File: src/rtl/bpc_pkg.sv
package bpc_pkg;

    typedef enum logic [3:0] {
        CMD_HOLD  = 4'h0,
        CMD_STEP  = 4'h1,
        CMD_ARM0  = 4'h2,
        CMD_ARM1  = 4'h3,
        CMD_JUMP  = 4'h4,
        CMD_CALL  = 4'h5,
        CMD_RET   = 4'h6,
        CMD_RETI  = 4'h7,
        CMD_IRQ   = 4'h8
    } cmd_e;

    typedef enum logic {
        ST_RUN     = 1'b0,
        ST_SERVICE = 1'b1
    } svc_state_e;

endpackage

File: src/rtl/bpc_bank_latch.sv
module bpc_bank_latch (
    input  logic clk,
    input  logic rst_n,
    input  logic arm0_i,
    input  logic arm1_i,
    output logic pend_o
);
    logic pend_q;

    always_ff @(posedge clk) begin
        if (!rst_n) begin
            pend_q <= 1'b0;
        end else if (arm1_i) begin
            pend_q <= 1'b1;
        end else if (arm0_i) begin
            pend_q <= 1'b0;
        end
    end

    assign pend_o = pend_q;

    p_arm1_sets_r3: assert property (@(posedge clk) disable iff (!rst_n)
        arm1_i |=> pend_o);
    p_arm0_clears_r3: assert property (@(posedge clk) disable iff (!rst_n)
        (arm0_i && !arm1_i) |=> !pend_o);
endmodule

File: src/rtl/bpc_ret_stack.sv
module bpc_ret_stack #(
    parameter int WIDTH = 12,
    parameter int DEPTH = 8
) (
    input  logic             clk,
    input  logic             rst_n,
    input  logic             push_i,
    input  logic             pop_i,
    input  logic [WIDTH-1:0] push_data_i,
    output logic [WIDTH-1:0] top_o
);
    localparam int PTR_W = (DEPTH > 1) ? $clog2(DEPTH) : 1;
    localparam logic [PTR_W-1:0] LAST = PTR_W'(DEPTH - 1);

    logic [WIDTH-1:0] mem_q [DEPTH];
    logic [PTR_W-1:0] sp_q;
    logic [PTR_W-1:0] sp_dec;

    // circular: decrement below zero wraps to the last slot
    always_comb begin
        sp_dec = (sp_q == '0) ? LAST : sp_q - PTR_W'(1);
    end

    always_ff @(posedge clk) begin
        if (!rst_n) begin
            sp_q <= '0;
        end else if (push_i) begin
            sp_q <= (sp_q == LAST) ? '0 : sp_q + PTR_W'(1);
        end else if (pop_i) begin
            sp_q <= sp_dec;
        end
    end

    always_ff @(posedge clk) begin
        if (push_i) begin
            mem_q[sp_q] <= push_data_i;
        end
    end

    assign top_o = mem_q[sp_dec];

    p_push_wraps_r11: assert property (@(posedge clk) disable iff (!rst_n)
        (push_i && sp_q == LAST) |=> (sp_q == '0));
    p_pop_wraps_r11: assert property (@(posedge clk) disable iff (!rst_n)
        (pop_i && !push_i && sp_q == '0) |=> (sp_q == LAST));
    p_no_dual_r11: assert property (@(posedge clk) disable iff (!rst_n)
        !(push_i && pop_i));
endmodule

File: src/rtl/bpc_svc_fsm.sv
module bpc_svc_fsm
    import bpc_pkg::*;
(
    input  logic clk,
    input  logic rst_n,
    input  logic enter_i,
    input  logic leave_i,
    output logic in_svc_o
);
    svc_state_e state_q;
    svc_state_e state_d;

    always_comb begin
        state_d = state_q;
        unique case (state_q)
            ST_RUN: begin
                if (enter_i) state_d = ST_SERVICE;   // TAKE
            end
            ST_SERVICE: begin
                if (leave_i) state_d = ST_RUN;       // LEAVE
            end
            default: state_d = ST_RUN;
        endcase
    end

    always_ff @(posedge clk) begin
        if (!rst_n) begin
            state_q <= ST_RUN;
        end else begin
            state_q <= state_d;
        end
    end

    always_comb begin
        unique case (state_q)
            ST_SERVICE: in_svc_o = 1'b1;
            default:    in_svc_o = 1'b0;
        endcase
    end

    p_take_r7: assert property (@(posedge clk) disable iff (!rst_n)
        (state_q == ST_RUN && enter_i) |=> (state_q == ST_SERVICE));
    p_leave_r10: assert property (@(posedge clk) disable iff (!rst_n)
        (state_q == ST_SERVICE && leave_i) |=> (state_q == ST_RUN));
endmodule

File: src/rtl/banked_pc.sv
module banked_pc
    import bpc_pkg::*;
#(
    parameter int LOW_W       = 11,
    parameter int STACK_DEPTH = 8,
    parameter int VEC_LO      = 3,
    parameter int VEC_HI      = 7
) (
    input  logic             clk,
    input  logic             rst_n,
    input  logic [3:0]       cmd_i,
    input  logic [LOW_W-1:0] target_i,
    input  logic             irq_src_i,
    output logic [LOW_W:0]   fetch_addr_o
);
    localparam int ADDR_W = LOW_W + 1;
    localparam int BANK   = LOW_W;

    cmd_e              cmd;
    logic [ADDR_W-1:0] pc_q;
    logic [ADDR_W-1:0] pc_d;
    logic [ADDR_W-1:0] pc_step;
    logic [ADDR_W-1:0] stack_top;
    logic [ADDR_W-1:0] push_data;
    logic              push;
    logic              pop;
    logic              pend;
    logic              in_svc;
    logic              take_irq;
    logic              branch_bank;

    assign cmd = cmd_e'(cmd_i);

    bpc_bank_latch u_bank (
        .clk    (clk),
        .rst_n  (rst_n),
        .arm0_i (cmd == CMD_ARM0),
        .arm1_i (cmd == CMD_ARM1),
        .pend_o (pend)
    );

    bpc_svc_fsm u_fsm (
        .clk      (clk),
        .rst_n    (rst_n),
        .enter_i  (take_irq),
        .leave_i  (cmd == CMD_RETI),
        .in_svc_o (in_svc)
    );

    bpc_ret_stack #(
        .WIDTH (ADDR_W),
        .DEPTH (STACK_DEPTH)
    ) u_stack (
        .clk         (clk),
        .rst_n       (rst_n),
        .push_i      (push),
        .pop_i       (pop),
        .push_data_i (push_data),
        .top_o       (stack_top)
    );

    assign take_irq    = (cmd == CMD_IRQ) && !in_svc;
    assign branch_bank = pend && !in_svc;
    assign pc_step     = {pc_q[BANK], pc_q[LOW_W-1:0] + LOW_W'(1)};

    always_comb begin
        pc_d      = pc_q;
        push      = 1'b0;
        pop       = 1'b0;
        push_data = pc_step;
        unique case (cmd)
            CMD_STEP: pc_d = pc_step;
            CMD_JUMP: pc_d = {branch_bank, target_i};
            CMD_CALL: begin
                pc_d = {branch_bank, target_i};
                push = 1'b1;
            end
            CMD_RET, CMD_RETI: begin
                pc_d = stack_top;
                pop  = 1'b1;
            end
            CMD_IRQ: begin
                if (take_irq) begin
                    pc_d      = {1'b0, (irq_src_i ? LOW_W'(VEC_HI) : LOW_W'(VEC_LO))};
                    push      = 1'b1;
                    push_data = pc_q;
                end
            end
            default: pc_d = pc_q;
        endcase
    end

    always_ff @(posedge clk) begin
        if (!rst_n) begin
            pc_q <= '0;
        end else begin
            pc_q <= pc_d;
        end
    end

    assign fetch_addr_o = pc_q;

    p_step_keeps_bank_r2: assert property (@(posedge clk) disable iff (!rst_n)
        (cmd == CMD_STEP) |=> (fetch_addr_o[BANK] == $past(fetch_addr_o[BANK]) &&
            fetch_addr_o[LOW_W-1:0] == LOW_W'($past(fetch_addr_o[LOW_W-1:0]) + LOW_W'(1))));
    p_arm_no_move_r3: assert property (@(posedge clk) disable iff (!rst_n)
        (cmd == CMD_ARM0 || cmd == CMD_ARM1) |=> $stable(fetch_addr_o));
    p_jump_target_r4: assert property (@(posedge clk) disable iff (!rst_n)
        (cmd == CMD_JUMP && !in_svc) |=>
            (fetch_addr_o == {$past(pend), $past(target_i)}));
    p_vector_r7: assert property (@(posedge clk) disable iff (!rst_n)
        (cmd == CMD_IRQ && !in_svc) |=>
            (fetch_addr_o == ($past(irq_src_i) ? ADDR_W'(VEC_HI) : ADDR_W'(VEC_LO))));
    p_service_bank0_r8: assert property (@(posedge clk) disable iff (!rst_n)
        in_svc |-> (fetch_addr_o[BANK] == 1'b0));
    p_irq_ignored_r9: assert property (@(posedge clk) disable iff (!rst_n)
        (cmd == CMD_IRQ && in_svc) |=> $stable(fetch_addr_o));
    p_hold_r12: assert property (@(posedge clk) disable iff (!rst_n)
        (cmd_i == 4'h0 || cmd_i > 4'h8) |=> $stable(fetch_addr_o));
endmodule

File: config.mk
export PLATFORM = sky130hd
export DESIGN_NAME = banked_pc
export DESIGN_NICKNAME = d
export VERILOG_FILES = /design/src/rtl/bpc_pkg.sv /design/src/rtl/bpc_bank_latch.sv /design/src/rtl/bpc_ret_stack.sv /design/src/rtl/bpc_svc_fsm.sv /design/src/rtl/banked_pc.sv
export SDC_FILE = /design/constraint.sdc
export NUM_CORES = 1
export LEC_CHECK = 0
export ABC_AREA = 1
export BUFFER_PORTS_ARGS = -buffer_cell sky130_fd_sc_hd__buf_2
export CORE_MARGIN = 3
export CORE_UTILIZATION = 45
export CTS_CLUSTER_DIAMETER = 50
export DETAILED_ROUTE_END_ITERATION = 16
export GPL_TIMING_DRIVEN = 0
export MAX_ROUTING_LAYER = met4
export PLACE_DENSITY = 0.64
export SLEW_MARGIN = 20
export SYNTH_ARGS = -nofsm -noshare
export SYNTH_HDL_FRONTEND = slang
export SYNTH_SLANG_ARGS = --single-unit
export TNS_END_PERCENT = 30
File: constraint.sdc
create_clock -name clk -period 2.8 [get_ports clk]
set_input_delay 0.56 -clock clk [delete_from_list [all_inputs] [get_ports clk]]
set_output_delay 0.56 -clock clk [all_outputs]
set_load 0.01 [all_outputs]
==> results of run 1 <==
worst min-delay path: cells and delay by family:
family | cells | cell delay, ns
AND/OR/NAND/NOR | 1 | 0.07
buffers and inverters | 2 | 0.17
cell usage after synthesis:
master	number
clkbuf_1	2
ha_1	5
edfxtp_1	96
buf_2	12
o21ai_4	1
nor2_4	3
a31oi_1	4
xor2_1	5
a21oi_1	17
inv_2	3
nand3_1	108
nand4_1	2
buf_4	7
a21oi_2	1
inv_1	30
o21ai_0	12
o211ai_1	1
nand2_2	3
nor2_2	2
nand3b_1	8
nand2_4	1
nor2_1	33
nand2_1	162
nand3_2	1
buf_6	1
dfxtp_1	17
cells by family (layout without fill, tap and decap cells):
| kind of cell | Yosys count | after routing | share of synthesized area (%) |
|---|---|---|---|
| xor gates and xnor gates | 5 | 5 | 0.839 |
| DFF | 113 | 113 | 61.8 |
| buffers and inverters | 55 | 115 | 4.89 |
| adders and majority gates | 5 | 5 | 1.20 |
| and+or+nand+nor | 323 | 323 | 27.4 |
| AOI/OAI and AO/OA | 36 | 36 | 3.88 |
metrics by stage:
step / power, mW / instance area [µm²] / hold slack, ns / setup WS [ns]
floorplan: 2.17 / 5220 / 0.440 / 0.612
global placement: 2.30 / 5530 / 0.450 / -0.156
detailed placement: 2.31 / 5550 / 0.463 / 0.00904
CTS: 4.35 / 6120 / 0.428 / 0.128
global route: 4.49 / 6140 / 0.448 / 0.0698
finish: 4.34 / 6140 / 0.433 / 0.274
path summary, 6_finish.rpt:
path	from	cells past startpoint	slack [ns]	endpoint
max	u_stack.sp_q[0]	12	0.27	fetch_addr_o[7]
min	rst_n	3	0.43	u_stack.sp_q[1]
max reg2reg	u_stack.sp_q[0]	12	0.27	fetch_addr_o[7]
min reg2reg	u_bank.pend_o	2	0.47	u_bank.pend_o
sequential cells by signal, indices dropped and copies added (netlist names):
signal         count
fetch_addr_o      12
u_bank.pend_o      1
u_fsm.state_q      1
u_stack.mem_q     96
u_stack.sp_q       3
timing repair:
item	CTS	global route
setup endpoints to repair	2	6
hold endpoints to repair	0	0
pin swaps	0	0
setup buffers	0	0
resized for setup	1	5
per-layer routing:
layer | global-route usage, % | wire length [µm]
met4 | 7.53 | 312
met3 | 5.57 | 1030
met2 | 35.7 | 6790
met1 | 29.4 | 5740
met5 | - | 0
report_power, final:
part           leakage, nW  internal (mW)  switching, mW
clock network        0.273           1.32          0.731
registers             1.02           1.87         0.0264
logic                 1.09          0.116          0.272
layout make-up:
cell class                      count  area [µm²]
Tap cell                          140         175
Fill cell                         981        4940
Clock buffer                       21         450
Timing Repair Buffer               28         140
Buffer                             22         139
Inverter                           33         124
Clock inverter                     11         116
Multi-Input combinational cell    369        1770
Sequential cell                   113        3220
==> reports/results.tsv, run 1 <==
metric	value	unit
slew_headroom	24.5	%
drcViolationCount	0	
hold_viol	0	
final.min_clock_period	2.53	ns
grt_max_degree	17	
final_common_cell	nand2_1	
io_buffers	28	
crit_slowest_cell	buf_2	
syn_area_per_cell	9.72	µm²
clock_latency	0.40	ns
startpoint_type	flip-flop	
clk_path_buf_depth	2	
synth.largest_area_cell	edfxtp_1	
mostFrequentLayoutCells	nand2_1, nand3_1, edfxtp_1, buf_2, inv_1	
ioPinCount	30	
critPathKind	reg2reg	
dr.pass1.iters	5	
yosys-top-cells-area	edfxtp_1, nand2_1, nand3_1	
cts_htree_levels	4	
drtAntennaViolNets	0	
via_per_inst	5.60	
grt_pass1_wl	21300	µm
maxCapViolCount	0	
crit_buf_inv	5	
finalSetupViolCount	0	
worstPathArrival	2.86	ns
place_congestion	0.869	
die_x	114	µm
final_cell_count_no_fill	737	
slowest_delay	0.35	ns
clk_pin_slew	0.05	ns
drt_iter0_drc	349	
dp_cells	705	
die_area	12900	µm²
finalWirelength	13900	µm
tightestPinTransition	1.12	ns
synth_cell_types	26	
num_vias	4127	
syn2layout_area_growth	17.6	%
fp.dieH	114	µm
grt_usage	22.8	%
yosysTopAreaCellShare	55.2	%
required	3.13	ns
syn_nets	560	
cts_hold_buffers	0	
fmax	396	MHz
ir_drop	0.388	mV
wire_per_inst	18.8	µm
yosysSeqAreaShare	61.8	%
core_area	11100	µm²
rsz0062_at_grt	false	
cts_buffers	17	
ys_ff_latch	113	
leakage	2.38	nW
crit_chain	buf_4 -> inv_2 -> clkbuf_4 -> ha_1 -> ha_2 -> inv_1 -> nor2_1 -> buf_2 -> nand3_1 -> nand3b_1 -> nand2_1 -> a21oi_1	
status	completed	
drv_slew	0	
final_util	55.4	%
cp_top_family	buffers and inverters	
finalSetupTns	0	ns
fin_crit_sh	90.2	%
grt_overflow	0	
dp_hpwl	9190	µm
path_max_fanout	10	
antenna_found_initial	0	
cts_root_buf	clkbuf_16	
initial_core_util	47.1	%
synthCells	537	
clock_skew	0.00782	ns
drive_above_1_share	17.1	%
hold_class	in2reg	
cts_tree	yes	
p_per_area	707	nW/µm²
row_count	38	
layout.nets	607	
yosys_warnings	0	
syn_area	5220	µm²
num_antenna_cells	0	
grt_pass1_vias	3907	
cts_sinks	113	
endpoint_kind	flip-flop	
No activity file was read; power rests on OpenSTA's default activity.
==> inputs of run 2 (changes only) <==
--- a/config.mk
+++ b/config.mk
@@ -7,6 +7,7 @@
 export LEC_CHECK = 0
 export ABC_AREA = 1
 export BUFFER_PORTS_ARGS = -buffer_cell sky130_fd_sc_hd__buf_2
+export CORE_ASPECT_RATIO = 1.4
 export CORE_MARGIN = 3
 export CORE_UTILIZATION = 45
 export CTS_CLUSTER_DIAMETER = 50
==> run 2 against run 1 <==
  * Clock-buffer cell count did not move
  * Final cell count is 0.27% higher
  * Sequential power hardly changed
  * Flip-flop and latch count unchanged
  * Sequential share of layout area is 0.35 points lower
==> reports/results.tsv, run 2 (synthesis gave the netlist of run 1 again) <==
metric	value	unit	change
cts_tree	yes		
syn2layout_area_growth	18.4	%	
crit_slowest_cell	buf_2		
placed_area	5570	µm²	+0.29%
cts_buffers	17		unchanged
fin_area	6180	µm²	+0.67%
drt_iter0_drc	533		+53%
slew_headroom	29.9	%	+5.4 points
final_common_cell	nand2_1		
fillCellCount	940		-4.2%
regMostFlops	u_stack.mem_q		
cts_setup_buffers	0		unchanged
hp-start	rst_n		
num_vias	4081		-1.1%
grt_overflow	0		unchanged
mostFrequentLayoutCells	nand2_1, nand3_1, edfxtp_1, buf_2, inv_1		
startpoint	u_stack.sp_q[0]		
final.min_clock_period	2.55	ns	+0.0254 ns
tightestPinTransition	1.04	ns	-0.0808 ns
wl_met1	5630	µm	-1.9%
maxCapViolCount	0		unchanged
antenna_found_initial	0		unchanged
min_to	u_stack.sp_q[1]		
die_x	97.0	µm	-15%
wl_met3	987	µm	-3.8%
clk_path_buf_depth	2		unchanged
ioPinCount	30		unchanged
regToRegStartpoint	u_stack.sp_q[0]		
clock_skew	0.00892	ns	+0.00110 ns
wire_per_inst	18.9	µm	+0.56%
drv_slew	0		unchanged
grt_max_degree	17		unchanged
layout.nets	608		+0.16%
startpoint_type	flip-flop		
grt_usage	22.8	%	about the same
clk_pin_slew	0.05	ns	about the same
die_area	12900	µm²	+0.14%
cp_top_family	buffers and inverters		
drcViolationCount	0		unchanged
worstPathArrival	2.89	ns	+0.03 ns
hold_viol	0		unchanged
fmax	392	MHz	-1.0%
reg2reg_depth	12		unchanged
fp.dieH	133	µm	+17%
p_per_area	708	nW/µm²	about the same
via_per_inst	5.52		-1.4%
drive_above_1_share	17.4	%	+0.31 points
largest_reg_flops	96		unchanged
ir_drop	0.447	mV	+15%
cts_root_buf	clkbuf_16		
rsz0062_at_grt	false		
holdWs	0.407	ns	-0.0268 ns
fin_total_pwr	4.37	mW	+0.75%
register_area	3220	µm²	unchanged
dr.pass1.iters	6		+1
leakage	2.40	nW	+0.81%
grt_pass1_vias	3925		+0.46%
drtAntennaViolNets	0		unchanged
dp_hpwl	9440	µm	+2.7%
crit_chain	buf_4 -> inv_2 -> clkbuf_4 -> ha_1 -> ha_2 -> inv_1 -> nor2_1 -> buf_2 -> nand3_1 -> nand3b_1 -> nand2_1 -> a21oi_1		
critPathKind	reg2reg		
hold_class	in2reg		
r2r-end	fetch_addr_o[7]		
holdPathStages	3		unchanged
crit_buf_inv	5		unchanged
grt_pass1_wl	21700	µm	+2.3%
finalSetupViolCount	0		unchanged
initial_core_util	47.1	%	-0.058 points
slowest_delay	0.35	ns	about the same
fin_crit_sh	91.1	%	+0.91 points
num_antenna_cells	0		unchanged
dr.max_layer_used	met4		
final_util	55.7	%	+0.30 points
reg2reg_setup_slack	0.25	ns	-0.03 ns
clock_latency	0.41	ns	about the same
required	3.14	ns	about the same
wl_met2	7170	µm	+5.5%
cts_htree_levels	4		unchanged
path_max_fanout	10		unchanged
core_area	11100	µm²	+0.12%
row_count	45		+18%
place_congestion	0.847		-2.6%
endpoint_kind	flip-flop		
status	completed		
multi_input_area	1770	µm²	unchanged
finalWirelength	14000	µm	+0.83%
cts_sinks	113		unchanged
io_buffers	28		unchanged
-- run 2: how the worst max path moves through the flow --
stage | slack, ns | cells after the start | endpoint
global route | 0.03 | 14 | fetch_addr_o[7]
global placement | -0.20 | 7 | u_stack.mem_q[4][4]
finish | 0.25 | 12 | fetch_addr_o[7]
detailed placement | -0.02 | 12 | fetch_addr_o[3]
floorplan | 0.61 | 6 | u_stack.mem_q[0][0]
CTS | 0.12 | 12 | fetch_addr_o[3]
-- run 2: per-layer routing --
metal,GRT usage (%),up-vias
li1,-,1944
met4,7.18,0
met2,38.4,187
met1,27.6,1928
met3,4.71,22
met5,-,-
-- run 2: layout make-up --
class / instances / share of cell area [%]
clock buffers: 21 / 7.61
repair buffers: 29 / 2.51
clock inverters: 11 / 1.80
multi-input cells: 369 / 28.6
inverters: 33 / 2.00
plain buffers: 22 / 2.41
flip-flops and latches: 113 / 52.2
well taps: 141 / 2.85
-- run 2: power by group --
| group | internal, mW | total [mW] | leakage (nW) | switching [mW] |
|---|---|---|---|---|
| registers | 1.87 | 1.90 | 1.02 | 0.0252 |
| logic | 0.119 | 0.393 | 1.10 | 0.274 |
| clock network | 1.36 | 2.08 | 0.282 | 0.717 |
-- run 2: tightest hold or removal path: cells and delay by family --
| kind | cells | cell delay (ns) |
|---|---|---|
| buffers and inverters | 2 | 0.17 |
| AND/OR/NAND/NOR | 1 | 0.06 |
-- run 2: stage by stage --
stage | setup slack, ns | std cells | setup TNS [ns]
global route | 0.0335 | 739 | 0
finish | 0.248 | 739 | 0
detailed placement | -0.0174 | 707 | -0.0229
floorplan | 0.612 | 537 | 0
CTS | 0.119 | 739 | 0
global placement | -0.198 | 706 | -12.15
-- run 2: timing repair --
item | 4_1_cts | 5_1_grt
hold buffers | 0 | 0
gates resized for setup | 1 | 9
endpoints found under the setup margin | 2 | 9
==> inputs of run 3 (changes only) <==
--- a/config.mk
+++ b/config.mk
@@ -7,14 +7,17 @@
 export LEC_CHECK = 0
 export ABC_AREA = 1
 export BUFFER_PORTS_ARGS = -buffer_cell sky130_fd_sc_hd__buf_2
+export CELL_PAD_IN_SITES_DETAIL_PLACEMENT = 1
+export CELL_PAD_IN_SITES_GLOBAL_PLACEMENT = 2
 export CORE_ASPECT_RATIO = 1.4
 export CORE_MARGIN = 3
-export CORE_UTILIZATION = 45
+export CORE_UTILIZATION = 39
 export CTS_CLUSTER_DIAMETER = 50
 export DETAILED_ROUTE_END_ITERATION = 16
 export GPL_TIMING_DRIVEN = 0
 export MAX_ROUTING_LAYER = met4
-export PLACE_DENSITY = 0.64
+export PLACE_DENSITY = 0.81
+export SETUP_SLACK_MARGIN = 0.02
 export SLEW_MARGIN = 20
 export SYNTH_ARGS = -nofsm -noshare
 export SYNTH_HDL_FRONTEND = slang
==> run 3 against run 2 <==
  * Sequential share of layout area down 0.83 points
  * Combinational power up 3%
  * Setup slack got worse by 0.061 ns
  * Highest routed layer unchanged
  * Die area up 15%
  * Largest cell class unchanged
  * Maximum frequency is 2.3% lower
  * Clock power rose by 14%
  * Clock skew up 0.0037 ns
  * Final cell count up 4.9%
  * Worst hold slack gained 0.011 ns
==> reports/results.tsv, run 3 (synthesis gave the netlist of run 1 again) <==
metric	value	unit	change
dpl_worst_slack	-0.109	ns	-0.0919 ns
crit_buf_inv	4		-1
drv_slew	0		unchanged
grt_max_degree	17		unchanged
cts_tree	yes		
dp_cells	743		+5.1%
path_max_fanout	10		unchanged
via_per_inst	5.25		-4.9%
cts_sinks	113		unchanged
layout.nets	607		-0.16%
slowest_delay	0.31	ns	-0.04 ns
core_area	13000	µm²	+17%
rsz0062_at_grt	false		
cts_htree_levels	4		unchanged
slew_headroom	30.7	%	+0.74 points
cts_root_buf	clkbuf_16		
num_antenna_cells	0		unchanged
largest_reg_flops	96		unchanged
cts_setup_buffers	0		unchanged
drtAntennaViolNets	0		unchanged
die_area	14800	µm²	+15%
cp_common_cell	buf_4		
wire_per_inst	20.8	µm	+9.7%
worstPathArrival	2.94	ns	+0.05 ns
clock_skew	0.0126	ns	+0.00367 ns
crit_chain	buf_4 -> inv_2 -> buf_4 -> ha_1 -> ha_2 -> nor2_1 -> buf_4 -> nand3_1 -> nand3_1 -> nand2_1 -> a21oi_1		
dp_hpwl	10800	µm	+15%
initial_core_util	40.2	%	-6.9 points
leakage	2.42	nW	+0.91%
final_util	48.3	%	-7.4 points
critPathKind	reg2reg		
ir_drop	0.447	mV	about the same
placed_area	5600	µm²	+0.56%
num_vias	4068		-0.32%
fp.dieH	143	µm	+7.1%
grt_pass1_vias	4300		+9.6%
required	3.13	ns	about the same
place_congestion	0.848		+0.11%
mostFrequentLayoutCells	nand2_1, nand3_1, edfxtp_1, buf_2, inv_1		
syn2layout_area_growth	20.3	%	
regMostFlops	u_stack.mem_q		
status	completed		
hold_class	in2reg		
drt_iter0_drc	228		-57%
clk_pin_slew	0.05	ns	about the same
drcViolationCount	0		unchanged
fin_crit_sh	93.3	%	+2.2 points
crit_slowest_cell	dfxtp_1		
finalSetupViolCount	0		unchanged
die_x	104	µm	+7.0%
drive_above_1_share	16.9	%	-0.47 points
cp_top_family	buffers and inverters		
cts_buffers	17		unchanged
io_buffers	28		unchanged
final_cell_count_no_fill	775		+4.9%
final_common_cell	nand2_1		
finalWirelength	16100	µm	+15%
setup_ws	0.187	ns	-0.0614 ns
startpoint_type	flip-flop		
hold_viol	0		unchanged
clock_latency	0.41	ns	about the same
grt_pass1_wl	24900	µm	+14%
register_area	3220	µm²	unchanged
final.min_clock_period	2.61	ns	+0.0614 ns
antenna_found_initial	0		unchanged
fin_area	6280	µm²	+1.6%
ioPinCount	30		unchanged
fmax	383	MHz	-2.3%
clk_path_buf_depth	2		unchanged
endpoint_kind	flip-flop		
dr.pass1.iters	4		-2
maxCapViolCount	0		unchanged
multi_input_area	1770	µm²	unchanged
row_count	49		+8.9%
p_per_area	744	nW/µm²	+5.2%
tightestPinTransition	1.03	ns	-0.0109 ns
grt_overflow	0		unchanged
grt_usage	23.4	%	+0.63 points
fillCellCount	1507		+60%
run 3: cell count changes in the layout (fill, tap and decap cells not counted):
cell        delta
clkinvlp_4     -2
clkinv_2       -4
buf_4          +4
clkbuf_1       +3
clkbuf_4       -3
clkinv_4       +2
clkbuf_8       -1
clkinv_1       -1
bufinv_16      +3
o21ai_1        +1
o21ai_0        -1
buf_8          -1
buf_2          -1
run 3: what timing repair did:
item                                    in CTS  in global routing
gates resized for setup                      2                 12
pin swaps                                    0                  1
hold buffers                                 0                  0
endpoints found under the setup margin      10                 11
cloned                                       0                  0
run 3: power breakdown:
part / internal (mW) / switching [mW]
clock network: 1.63 / 0.744
registers: 1.87 / 0.0267
logic: 0.119 / 0.285
run 3: worst min-delay path, cell delays in order:
cell,delay (ns)
buf_2,0.13
nand2_1,0.06
inv_1,0.04
run 3: metrics by stage:
step	total power [mW]	TNS [ns]	hold WS (ns)
2_1_floorplan	2.17	0	0.440
3_3_place_gp	2.31	-23.22	0.461
3_5_place_dp	2.32	-0.413	0.463
4_1_cts	4.70	0	0.409
5_1_grt	4.83	0	0.438
6_report	4.67	0	0.417
run 3: final timing paths:
kind,startpoint,to,slack [ns],depth (start not counted)
setup / recovery,u_stack.sp_q[0],fetch_addr_o[1],0.19,11
hold reg to reg,u_bank.pend_o,u_bank.pend_o,0.47,2
hold / removal,rst_n,u_stack.sp_q[1],0.42,3
setup reg to reg,u_stack.sp_q[0],fetch_addr_o[1],0.19,11
run 3: cell type report:
| type | count | area share (%) |
|---|---|---|
| sequential | 113 | 51.3 |
| multi-input combinational | 369 | 28.2 |
| clock buffer | 23 | 7.45 |
| tap | 178 | 3.55 |
| clock inverter | 9 | 2.87 |
| buffer | 22 | 2.41 |
| timing repair buffer | 28 | 2.23 |
| inverter | 33 | 1.97 |
run 3: layer usage:
metal	vias to the layer above	global-route usage, %	wire [µm]
li1	1945	-	-
met1	1998	27.0	6670
met2	102	41.7	8500
met3	23	4.39	656
met4	0	7.56	261
met5	-	-	0
